<file path="src/rtl/sdma_pkg.sv">
package sdma_pkg;

  typedef enum logic [1:0] {
    ST_IDLE,
    ST_FETCH,
    ST_XFER,
    ST_HALT
  } seq_state_e;

  typedef struct packed {
    logic startRun;
    logic loadDesc;
    logic advWord;
    logic descEnd;
    logic descFault;
  } seq_strobe_t;

  localparam logic [2:0] REG_CTRL = 3'd0;
  localparam logic [2:0] REG_STAT = 3'd1;
  localparam logic [2:0] REG_FMT  = 3'd2;
  localparam logic [2:0] REG_BASE = 3'd3;
  localparam logic [2:0] REG_LAST = 3'd4;
  localparam logic [2:0] REG_CLEN = 3'd5;
  localparam logic [2:0] REG_LPOS = 3'd6;

endpackage

</file>
<file path="src/rtl/sdma_desc_mem.sv">
module sdma_desc_mem #(
  parameter int ADDR_W = 32,
  parameter int LEN_W  = 20,
  parameter int DEPTH  = 16,
  localparam int IDX_W = $clog2(DEPTH),
  localparam int ENT_W = ADDR_W + LEN_W + 1
) (
  input  logic              clk,
  input  logic              rst_n,
  input  logic              wrEn,
  input  logic [IDX_W-1:0]  wrIdx,
  input  logic [ADDR_W-1:0] wrAddr,
  input  logic [LEN_W-1:0]  wrLen,
  input  logic              wrIoc,
  input  logic [IDX_W-1:0]  rdIdx,
  output logic [ADDR_W-1:0] rdAddr,
  output logic [LEN_W-1:0]  rdLen,
  output logic              rdIoc
);

  logic [ENT_W-1:0] slotQ [DEPTH];
  logic [ENT_W-1:0] wrWord;
  logic [ENT_W-1:0] rdWord;

  assign wrWord = {wrAddr, wrLen, wrIoc};

  for (genvar e = 0; e < DEPTH; e++) begin : g_slot
    always_ff @(posedge clk) begin
      if (!rst_n)
        slotQ[e] <= '0;
      else if (wrEn && (wrIdx == IDX_W'(e)))
        slotQ[e] <= wrWord;
    end
  end

  assign rdWord = slotQ[rdIdx];
  assign rdAddr = rdWord[ENT_W-1 -: ADDR_W];
  assign rdLen  = rdWord[LEN_W:1];
  assign rdIoc  = rdWord[0];

endmodule

</file>
<file path="src/rtl/sdma_regs.sv">
module sdma_regs
  import sdma_pkg::*;
#(
  parameter int LEN_W = 20,
  parameter int IDX_W = 4
) (
  input  logic             clk,
  input  logic             rst_n,
  input  logic             regWe,
  input  logic [2:0]       regAddr,
  input  logic [31:0]      regWrData,
  output logic [31:0]      regRdData,
  input  logic             doneSet,
  input  logic             errSet,
  input  logic [LEN_W-1:0] linkPos,
  output logic             runBit,
  output logic [IDX_W-1:0] listBase,
  output logic [IDX_W-1:0] lastIdx,
  output logic [LEN_W-1:0] cycLen,
  output logic             irq
);

  logic [7:0]  ctrlByte;
  logic [15:0] fmtWord;
  logic        stsDone;
  logic        stsErr;
  logic        wrStat;
  logic        unusedWrBits;

  assign wrStat       = regWe && (regAddr == REG_STAT);
  assign unusedWrBits = ^regWrData[31:LEN_W];

  always_ff @(posedge clk) begin
    if (!rst_n) begin
      ctrlByte <= '0;
      fmtWord  <= '0;
      listBase <= '0;
      lastIdx  <= '0;
      cycLen   <= '0;
    end else if (regWe) begin
      case (regAddr)
        REG_CTRL: ctrlByte <= regWrData[7:0];
        REG_FMT:  fmtWord  <= regWrData[15:0];
        REG_BASE: listBase <= regWrData[IDX_W-1:0];
        REG_LAST: lastIdx  <= regWrData[IDX_W-1:0];
        REG_CLEN: cycLen   <= regWrData[LEN_W-1:0];
        default:  ;
      endcase
    end
  end

  always_ff @(posedge clk) begin
    if (!rst_n) begin
      stsDone <= 1'b0;
      stsErr  <= 1'b0;
    end else begin
      stsDone <= doneSet | (stsDone & ~(wrStat & regWrData[0]));
      stsErr  <= errSet  | (stsErr  & ~(wrStat & regWrData[1]));
    end
  end

  always_comb begin
    regRdData = '0;
    case (regAddr)
      REG_CTRL: regRdData[7:0]       = ctrlByte;
      REG_STAT: regRdData[1:0]       = {stsErr, stsDone};
      REG_FMT:  regRdData[15:0]      = fmtWord;
      REG_BASE: regRdData[IDX_W-1:0] = listBase;
      REG_LAST: regRdData[IDX_W-1:0] = lastIdx;
      REG_CLEN: regRdData[LEN_W-1:0] = cycLen;
      REG_LPOS: regRdData[LEN_W-1:0] = linkPos;
      default:  regRdData            = '0;
    endcase
  end

  assign runBit = ctrlByte[0];
  assign irq    = (stsDone & ctrlByte[1]) | (stsErr & ctrlByte[3]);

  // a one written to bit 0, with no set event, clears it
  p_w1c_clear_r7: assert property (@(posedge clk) disable iff (!rst_n)
    (wrStat && regWrData[0] && !doneSet) |=> !stsDone);

  // a zero written to bit 0 keeps it
  p_w1c_keep_r7: assert property (@(posedge clk) disable iff (!rst_n)
    (wrStat && !regWrData[0] && stsDone) |=> stsDone);

  // a completion event is visible on the next cycle
  p_done_seen_r6: assert property (@(posedge clk) disable iff (!rst_n)
    doneSet |=> stsDone);

  // a fault is visible on the next cycle
  p_err_seen_r10: assert property (@(posedge clk) disable iff (!rst_n)
    errSet |=> stsErr);

endmodule

</file>
<file path="src/rtl/sdma_ctrl.sv">
module sdma_ctrl
  import sdma_pkg::*;
(
  input  logic        clk,
  input  logic        rst_n,
  input  logic        runBit,
  input  logic        memGnt,
  input  logic        lenZero,
  input  logic        lastWord,
  output seq_strobe_t strb,
  output logic        memReq
);

  seq_state_e stateQ, stateD;

  always_comb begin
    stateD = stateQ;
    strb   = '0;
    case (stateQ)
      ST_IDLE: begin
        if (runBit) begin
          strb.startRun = 1'b1;
          stateD        = ST_FETCH;
        end
      end
      ST_FETCH: begin
        if (!runBit) begin
          stateD = ST_IDLE;
        end else if (lenZero) begin
          strb.descFault = 1'b1;
          stateD         = ST_HALT;
        end else begin
          strb.loadDesc = 1'b1;
          stateD        = ST_XFER;
        end
      end
      ST_XFER: begin
        if (!runBit) begin
          stateD = ST_IDLE;
        end else if (memGnt) begin
          strb.advWord = 1'b1;
          if (lastWord) begin
            strb.descEnd = 1'b1;
            stateD       = ST_FETCH;
          end
        end
      end
      ST_HALT: begin
        if (!runBit) stateD = ST_IDLE;
      end
      default: stateD = ST_IDLE;
    endcase
  end

  always_ff @(posedge clk) begin
    if (!rst_n) stateQ <= ST_IDLE;
    else        stateQ <= stateD;
  end

  assign memReq = (stateQ == ST_XFER) && runBit;

  // no request while run is clear
  p_stop_no_req_r9: assert property (@(posedge clk) disable iff (!rst_n)
    !runBit |-> !memReq);

  // a faulted stream issues nothing
  p_halt_no_req_r10: assert property (@(posedge clk) disable iff (!rst_n)
    (stateQ == ST_HALT) |-> !memReq);

  // a fault leads to halt or, if run dropped, to idle
  p_fault_halts_r10: assert property (@(posedge clk) disable iff (!rst_n)
    strb.descFault |=> (stateQ == ST_HALT || stateQ == ST_IDLE));

endmodule

</file>
<file path="src/rtl/sdma_datapath.sv">
module sdma_datapath
  import sdma_pkg::*;
#(
  parameter int ADDR_W     = 32,
  parameter int LEN_W      = 20,
  parameter int IDX_W      = 4,
  parameter int WORD_BYTES = 4
) (
  input  logic              clk,
  input  logic              rst_n,
  input  seq_strobe_t       strb,
  input  logic [IDX_W-1:0]  listBase,
  input  logic [IDX_W-1:0]  lastIdx,
  input  logic [LEN_W-1:0]  cycLen,
  output logic [IDX_W-1:0]  slotIdx,
  input  logic [ADDR_W-1:0] dAddr,
  input  logic [LEN_W-1:0]  dLen,
  input  logic              dIoc,
  output logic [ADDR_W-1:0] memAddr,
  output logic [LEN_W-1:0]  linkPos,
  output logic              lenZero,
  output logic              lastWord,
  output logic              doneSet
);

  localparam logic [LEN_W-1:0]  STEP_LEN  = LEN_W'(WORD_BYTES);
  localparam logic [ADDR_W-1:0] STEP_ADDR = ADDR_W'(WORD_BYTES);

  logic [IDX_W-1:0]  descIdx;
  logic [ADDR_W-1:0] curAddr;
  logic [LEN_W-1:0]  remain;
  logic              curIoc;
  logic [LEN_W:0]    posNext;

  assign slotIdx  = listBase + descIdx;
  assign lenZero  = (dLen == '0);
  assign lastWord = (remain <= STEP_LEN);
  assign doneSet  = strb.descEnd & curIoc;
  assign memAddr  = curAddr;
  assign posNext  = {1'b0, linkPos} + {1'b0, STEP_LEN};

  always_ff @(posedge clk) begin
    if (!rst_n) begin
      descIdx <= '0;
      curAddr <= '0;
      remain  <= '0;
      curIoc  <= 1'b0;
      linkPos <= '0;
    end else begin
      if (strb.startRun) begin
        descIdx <= '0;
        linkPos <= '0;
      end
      if (strb.loadDesc) begin
        curAddr <= dAddr;
        remain  <= dLen;
        curIoc  <= dIoc;
      end
      if (strb.advWord) begin
        curAddr <= curAddr + STEP_ADDR;
        remain  <= remain - STEP_LEN;
        linkPos <= (posNext >= {1'b0, cycLen}) ? '0 : posNext[LEN_W-1:0];
      end
      if (strb.descEnd)
        descIdx <= (descIdx == lastIdx) ? '0 : descIdx + 1'b1;
    end
  end

  // a start clears the position and the index
  p_start_clears_r3: assert property (@(posedge clk) disable iff (!rst_n)
    strb.startRun |=> (linkPos == '0 && descIdx == '0));

  // ending the last descriptor returns to index 0
  p_index_wrap_r4: assert property (@(posedge clk) disable iff (!rst_n)
    (strb.descEnd && descIdx == lastIdx) |=> (descIdx == '0));

  // each grant steps the position by one word or wraps it
  p_pos_step_r5: assert property (@(posedge clk) disable iff (!rst_n)
    strb.advWord |=> (linkPos == '0 || linkPos == $past(linkPos) + STEP_LEN));

  // no position change without a grant or a start
  p_pos_hold_r9: assert property (@(posedge clk) disable iff (!rst_n)
    (!strb.advWord && !strb.startRun) |=> $stable(linkPos));

endmodule

</file>
<file path="src/rtl/stream_dma_seq.sv">
module stream_dma_seq
  import sdma_pkg::*;
#(
  parameter int ADDR_W     = 32,
  parameter int LEN_W      = 20,
  parameter int DESC_DEPTH = 16,
  parameter int WORD_BYTES = 4,
  localparam int IDX_W     = $clog2(DESC_DEPTH)
) (
  input  logic              clk,
  input  logic              rst_n,
  input  logic              regWe,
  input  logic [2:0]        regAddr,
  input  logic [31:0]       regWrData,
  output logic [31:0]       regRdData,
  input  logic              dscWe,
  input  logic [IDX_W-1:0]  dscIdx,
  input  logic [ADDR_W-1:0] dscAddr,
  input  logic [LEN_W-1:0]  dscLen,
  input  logic              dscIoc,
  output logic              memReq,
  output logic [ADDR_W-1:0] memAddr,
  input  logic              memGnt,
  output logic [LEN_W-1:0]  linkPos,
  output logic              irq
);

  seq_strobe_t       strb;
  logic              runBit;
  logic [IDX_W-1:0]  listBase;
  logic [IDX_W-1:0]  lastIdx;
  logic [LEN_W-1:0]  cycLen;
  logic [IDX_W-1:0]  slotIdx;
  logic [ADDR_W-1:0] dAddr;
  logic [LEN_W-1:0]  dLen;
  logic              dIoc;
  logic              lenZero;
  logic              lastWord;
  logic              doneSet;

  sdma_regs #(.LEN_W(LEN_W), .IDX_W(IDX_W)) u_regs (
    .clk(clk), .rst_n(rst_n), .regWe(regWe), .regAddr(regAddr),
    .regWrData(regWrData), .regRdData(regRdData), .doneSet(doneSet),
    .errSet(strb.descFault), .linkPos(linkPos), .runBit(runBit),
    .listBase(listBase), .lastIdx(lastIdx), .cycLen(cycLen), .irq(irq)
  );

  sdma_desc_mem #(.ADDR_W(ADDR_W), .LEN_W(LEN_W), .DEPTH(DESC_DEPTH)) u_mem (
    .clk(clk), .rst_n(rst_n), .wrEn(dscWe), .wrIdx(dscIdx), .wrAddr(dscAddr),
    .wrLen(dscLen), .wrIoc(dscIoc), .rdIdx(slotIdx), .rdAddr(dAddr),
    .rdLen(dLen), .rdIoc(dIoc)
  );

  sdma_ctrl u_ctrl (
    .clk(clk), .rst_n(rst_n), .runBit(runBit), .memGnt(memGnt),
    .lenZero(lenZero), .lastWord(lastWord), .strb(strb), .memReq(memReq)
  );

  sdma_datapath #(.ADDR_W(ADDR_W), .LEN_W(LEN_W), .IDX_W(IDX_W),
                  .WORD_BYTES(WORD_BYTES)) u_dp (
    .clk(clk), .rst_n(rst_n), .strb(strb), .listBase(listBase),
    .lastIdx(lastIdx), .cycLen(cycLen), .slotIdx(slotIdx), .dAddr(dAddr),
    .dLen(dLen), .dIoc(dIoc), .memAddr(memAddr), .linkPos(linkPos),
    .lenZero(lenZero), .lastWord(lastWord), .doneSet(doneSet)
  );

endmodule

</file>
<file path="config.mk">
export PLATFORM = sky130hd
export DESIGN_NAME = stream_dma_seq
export DESIGN_NICKNAME = d
export VERILOG_FILES = /design/src/rtl/sdma_pkg.sv /design/src/rtl/sdma_desc_mem.sv /design/src/rtl/sdma_regs.sv /design/src/rtl/sdma_ctrl.sv /design/src/rtl/sdma_datapath.sv /design/src/rtl/stream_dma_seq.sv
export SDC_FILE = /design/constraint.sdc
export NUM_CORES = 2
export LEC_CHECK = 0
export BUFFER_PORTS_ARGS = -buffer_cell sky130_fd_sc_hd__buf_2
export CAP_MARGIN = 10
export CORE_ASPECT_RATIO = 0.6
export CORE_MARGIN = 1.5
export CORE_UTILIZATION = 55
export DETAILED_ROUTE_END_ITERATION = 10
export GPL_ROUTABILITY_DRIVEN = 0
export PLACE_DENSITY = 0.7
export SLEW_MARGIN = 25
export SYNTH_ARGS = -nofsm -noshare
export SYNTH_HDL_FRONTEND = slang
export SYNTH_HIERARCHICAL = 1
export SYNTH_SLANG_ARGS = --single-unit
</file>
<file path="constraint.sdc">
create_clock -name clk -period 10.04 [get_ports clk]
set_input_delay 2.008 -clock clk [delete_from_list [all_inputs] [get_ports clk]]
set_output_delay 2.008 -clock clk [all_outputs]
set_load 0.05 [all_outputs]
</file>
# ---- Word level (Yosys, flattened, before mapping)
# Memories as Yosys holds them, arrays and structs flattened.
# Index checks and enable logic that the tools add are counted.
dict set report totals {
  ff_bits 133
  elab_cells 209
  inputBits 97
  ramBits 848
  output_inout_bits 86
  memories 1
}
# name depth word_bits rd rd_clocked_by_memory_dff wr line_no
set mem_list {}
lappend mem_list {u_mem.slotQ 16 53 1 0 16 sdma_desc_mem.sv:21} ;# logic [ENT_W-1:0] slotQ [DEPTH];
dict set report classes {
  muxes 100
  n_eq_ne 29
  addsub 5
  reduce_logical 31
  n_bitwise 28
  magnitude_cmp 2
}
# cell count
set ops {}
lappend ops {{53-bit 2-to-1 mux} 16}
lappend ops {{20-bit 2-to-1 mux} 5}
lappend ops {{32-bit 2-to-1 mux} 2}
lappend ops {{1-bit 2-to-1 mux} 59}
lappend ops {{32-bit by 3-bit adder with 32-bit output, second input constant} 1}
lappend ops {{4-bit equality test, second input constant} 8}
lappend ops {{8-bit one-hot mux with 3 select lines} 1}
lappend ops {{20-bit by 3-bit adder with 21-bit output, second input constant} 1}
lappend ops {{21-bit by 20-bit greater-or-equal comparator with 1-bit output} 1}
lappend ops {{20-bit by 3-bit less-or-equal comparator with 1-bit output, second input constant} 1}
lappend ops {{20-bit zero test} 1}
lappend ops {{20-bit by 3-bit subtractor with 20-bit output, second input constant} 1}
lappend ops {{1-bit OR} 19}
lappend ops {{1-bit logical AND} 18}
lappend ops {{2-bit 2-to-1 mux} 9}
lappend ops {{4-bit by 3-bit equality test with 1-bit output, second input constant} 4}
lappend ops {{4-bit one-hot mux with 4 select lines} 1}
lappend ops {{2-bit one-hot mux with 7 select lines} 1}
lappend ops {{4-bit 2-to-1 mux} 3}
lappend ops {{2-bit one-hot mux with 6 select lines} 1}
lappend ops {{2-bit AND reduction} 5}
lappend ops {{3-bit equality test, second input constant} 3}
lappend ops {{4-bit by 2-bit equality test with 1-bit output, second input constant} 2}
lappend ops {{2-bit one-hot mux with 4 select lines} 1}
lappend ops {{other kinds (18)} 31}

# ---- Depth between registers and ports, before layout
# An unclocked memory read counts as a cell.
dict set report logic_depth {
  depth_word 8
  ltp_mapped 21
  ltp_nobuf 16
}

# ---- Modules after synthesis
# The synthesis kept the hierarchy.
# mod area_each_um2 cells_per_inst instances
set by_module_without_submodules {}
lappend by_module_without_submodules {sdma_desc_mem 37661.1 2322 1}
lappend by_module_without_submodules {sdma_datapath 4819.6 603 1}
lappend by_module_without_submodules {sdma_regs 2827.7 329 1}
lappend by_module_without_submodules {sdma_ctrl 132.6 14 1}

# ---- Worst setup path after synthesis
# No wires, ideal clock.
dict set report synth_timing {
  path_kind {in2reg}
  start {input port dscIdx[1]}
  end {memory u_mem/slotQ[1][0] in the netlist's numbering (enable)}
  path_stages 2
  t_arrival_ns 6.269
  slack_ns 3.234
  t_required_ns 9.503
  setup_ns 0.537
  cell_sequence {or3b_2 > o21ai_0}
}
# element line_no
set synth_lines {}
lappend synth_lines {{from (decl)} stream_dma_seq.sv:17} ;# input logic [IDX_W-1:0] dscIdx,
lappend synth_lines {{to (decl)} sdma_desc_mem.sv:21}

# ---- Worst setup path in the final report
dict set report layout_timing {
  start {input port regAddr[1]}
  end {output port regRdData[14]}
}
dict set report layout_via {
  elab_chain_cells 2
  elab_cells_between_ends 4
  cone_classes {eq/ne: 3; mux: 1}
}
# element line_no
set layout_lines {}
lappend layout_lines {{from (decl)} stream_dma_seq.sv:13} ;# input logic [2:0] regAddr,
lappend layout_lines {{3-bit equality test or 3-bit by 2-bit equality test with 1-bit output (tied branches)} sdma_regs.sv:64} ;# case (regAddr)
lappend layout_lines {{8-bit one-hot mux with 3 select lines *} sdma_regs.sv:64}
lappend layout_lines {{to (decl)} stream_dma_seq.sv:15} ;# output logic [31:0] regRdData,
# Mark *: on every way between the ends. The rest lies on a longest branch, timed or not.

==> out/metrics.yaml <==
rows: 81
combPwrFrac: 0.063
p_per_area_mw_per_mm2: 170
required_ns: 8.03
overflow: 0
crit_type: "in -> out"
cts_buffers: 91
dr.pass1.iters: 5
holdBufCountCts: 0
fin_crit_ns: 6.07
wirelength_mm: 130
vias: 28800
power_frac_clock: 0.385
synth_edf_count: 848
synth_cell_types: 94
worst_setup_path_start_kind: "input pin"
synthTopCellsByArea: "edfxtp_1, and2_1, mux4_2"
grt_usage: 0.305
synthArstFlopShare: 0
intPower_uw: 6580
root_buffer: "clkbuf_16"
grt_max_degree: 152
synth_area_sq_mm: 0.0454
dp_hpwl_mm: 69.1
peakVddDrop_uv: 129
drive_gt1_frac: 0.184
dr.first_iter.drc_count: 4088
p_seq_frac: 0.553
syn2layout_area_growth_pct: 10.1
crit_path_end_kind: "output pin"
crit_chain: "buf_2, nor2b_1, a22o_1, a22o_1, buf_2"
ys_seq_area_frac: 0.618
drv_slew: 0
yosys_warnings: 6
cts_setup_buffers: 0
swShare: 0.224
slowest_delay_ns: 0.95
stdcell_count: 4473
rsz0062_at_grt: "no"
tritoncts: "done"
start_util: 0.557
synth_top_area_share: 0.560
critPathMaxFanout: 27
numClockSinks: 979
ys.flop_type: "edfxtp_1"
hold_path_class: "reg -> reg"
fill_cells: 6078
routed_via_density: 6.44
dpl_cell_area_sq_mm: 0.0471
postSynthAreaPerCell_sq_um: 13.9
clock_latency_ns: 0.68
nNetsFinal: 3438
placedCellCount: 4293
p_total_uw: 8480
fin_skew_ns: 0.0242
drtAntennaViolNets: 0
die_x_um: 374
period_share: 0.605
wl_per_cell_um: 29.0
clock_path_buffers: 3
coreArea_sq_mm: 0.0816
antenna_found_initial: 10
ys_seq_elements: 979
cp.arrival_ns: 4.06
synth_top_cell_by_area: "edfxtp_1"
dieArea_sq_mm: 0.0844
tns_ns: 0
hold_viol_final: 0
cts_max_level: 3
finalSetupViolCount: 0
status: "finished, final reports clean"
clk_pin_slew_ns: 0.06
whs_ns: 0.455
p_switching_uw: 1900
synthCells: 3268
cts-resized-gates: 0
cap_violations: 0
slew_headroom: 0.196
post-route-cell-area_sq_mm: 0.0500
drc: 0
leakagePower_uw: 0.0173
grt_pass1_wl_mm: 186
worst_slew_pin_slew_ns: 1.21
fmax_ghz: 0.165
die_h_um: 226
port_buffers: 156
grt_pass1_vias: 27700
cp_slowest_cell: "nor2b_1"
io_pins: 183
-- cell families after synthesis --
logic type      Yosys count  synth area share
buf+inv                 315            0.0319
other cells               2          0.000165
mux                     243             0.112
fa+ha+maj                27           0.00760
compound gates          375            0.0578
simple gates           1304             0.168
xor+xnor                 23           0.00443
flops                   979             0.618
-- flip-flops by register name (all words and copies together), names as in the netlist --
signal and flops:
u_ctrl/stateQ 2, u_dp/curIoc 1, u_dp/descIdx 4, u_dp/linkPos 18, u_dp/memAddr 32, u_dp/remain 20
u_mem/slotQ 848, u_regs/ctrlByte 8, u_regs/cycLen 20, u_regs/fmtWord 16, u_regs/lastIdx 4, u_regs/listBase 4
u_regs/stsDone 1, u_regs/stsErr 1
-- per-stage QoR --
step / utilization / setup slack [ns]
final: 0.613 / 3.97
after global routing: 0.613 / 3.83
after detailed placement: 0.577 / 4.08
after global placement: 0.577 / 4.15
after floorplan: - / 3.23
after CTS: 0.611 / 4.08
-- layer usage --
layer	routed length, um	track usage	up-vias
met5	0	0	-
met4	2460	0.0679	0
met3	17800	0.0764	215
met2	57100	0.453	1892
met1	52200	0.456	14600
li1	-	-	12100
-- power by group through the flow --
stage	sequential, uW	clock, uW	combinational [uW]
finish	4680	3260	530
global route	4700	3450	554
CTS	4690	3300	511
detailed placement	4770	0	510
global placement	4750	0	498
floorplan	4770	0	314
-- synth_stat cells, types with 19 or more instances --
cell	instances
and2_1	859
buf_2	25
nand2_1	204
nand3_1	36
edfxtp_1	848
buf_4	34
a21oi_1	64
ha_1	26
mux2i_1	23
dfxtp_1	131
o21ai_0	46
a22oi_1	114
clkbuf_1	181
a21boi_0	31
mux4_2	213
inv_1	36
buf_1	19
a22o_1	21
nor3_1	22
nor2_1	75
nor2b_1	20
-- final cells by class --
| cell class | instances | area [sq um] | area share |
|---|---|---|---|
| antenna | 7 | 17.5 | 0.000350 |
| clock buffer | 135 | 2540 | 0.0508 |
| clock inverter | 31 | 173 | 0.00345 |
| inverter | 38 | 150 | 0.00300 |
| multi-input combinational | 1986 | 16300 | 0.326 |
| sequential | 979 | 28100 | 0.562 |
| tap | 1079 | 1350 | 0.0270 |
| timing repair buffer | 218 | 1400 | 0.0280 |
-- critical path, delay by kind of cell --
| kind | cells | cell delay [ns] |
|---|---|---|
| AOI/OAI and AO/OA | 2 | 0.39 |
| and+or+nand+nor | 1 | 0.95 |
| buffers and inverters | 2 | 0.70 |
-- cells in the final DEF, fill, tap and decap left out, drive strengths merged, types with 5 or more instances in the layout --
cell	synthesis	final
mux2i	23	23
xnor2	13	13
buf	86	218
mux4	213	213
diode	0	7
nand2	204	204
nand4	13	13
nor3	24	24
a21oi	64	64
conb	2	14
edfxtp	848	848
o221ai	5	5
a211oi	15	15
mux2	7	7
a31oi	6	6
nor4	17	17
nand3	37	37
clkbuf	190	135
nor2	79	79
xor2	10	10
clkinv	0	26
nor2b	21	21
o211ai	6	6
a21boi	44	44
ha	26	26
a311oi	10	10
dfxtp	131	131
and3	11	11
nand2b	5	5
a22o	21	21
o21ai	50	50
inv	38	41
a22oi	114	114
and2	859	859
-- worst paths after layout --
kind                                          from                 end  slack, ns  depth (start not counted)
worst min register to register  u_regs/ctrlByte[5]  u_regs/ctrlByte[5]       0.46                          2
worst max register to register     u_dp/descIdx[0]    u_dp/memAddr[29]       4.20                         13
worst min-delay path            u_regs/ctrlByte[5]  u_regs/ctrlByte[5]       0.46                          2
worst max-delay path                    regAddr[1]       regRdData[14]       3.97                          5
Power figures use the tool's default switching activity.
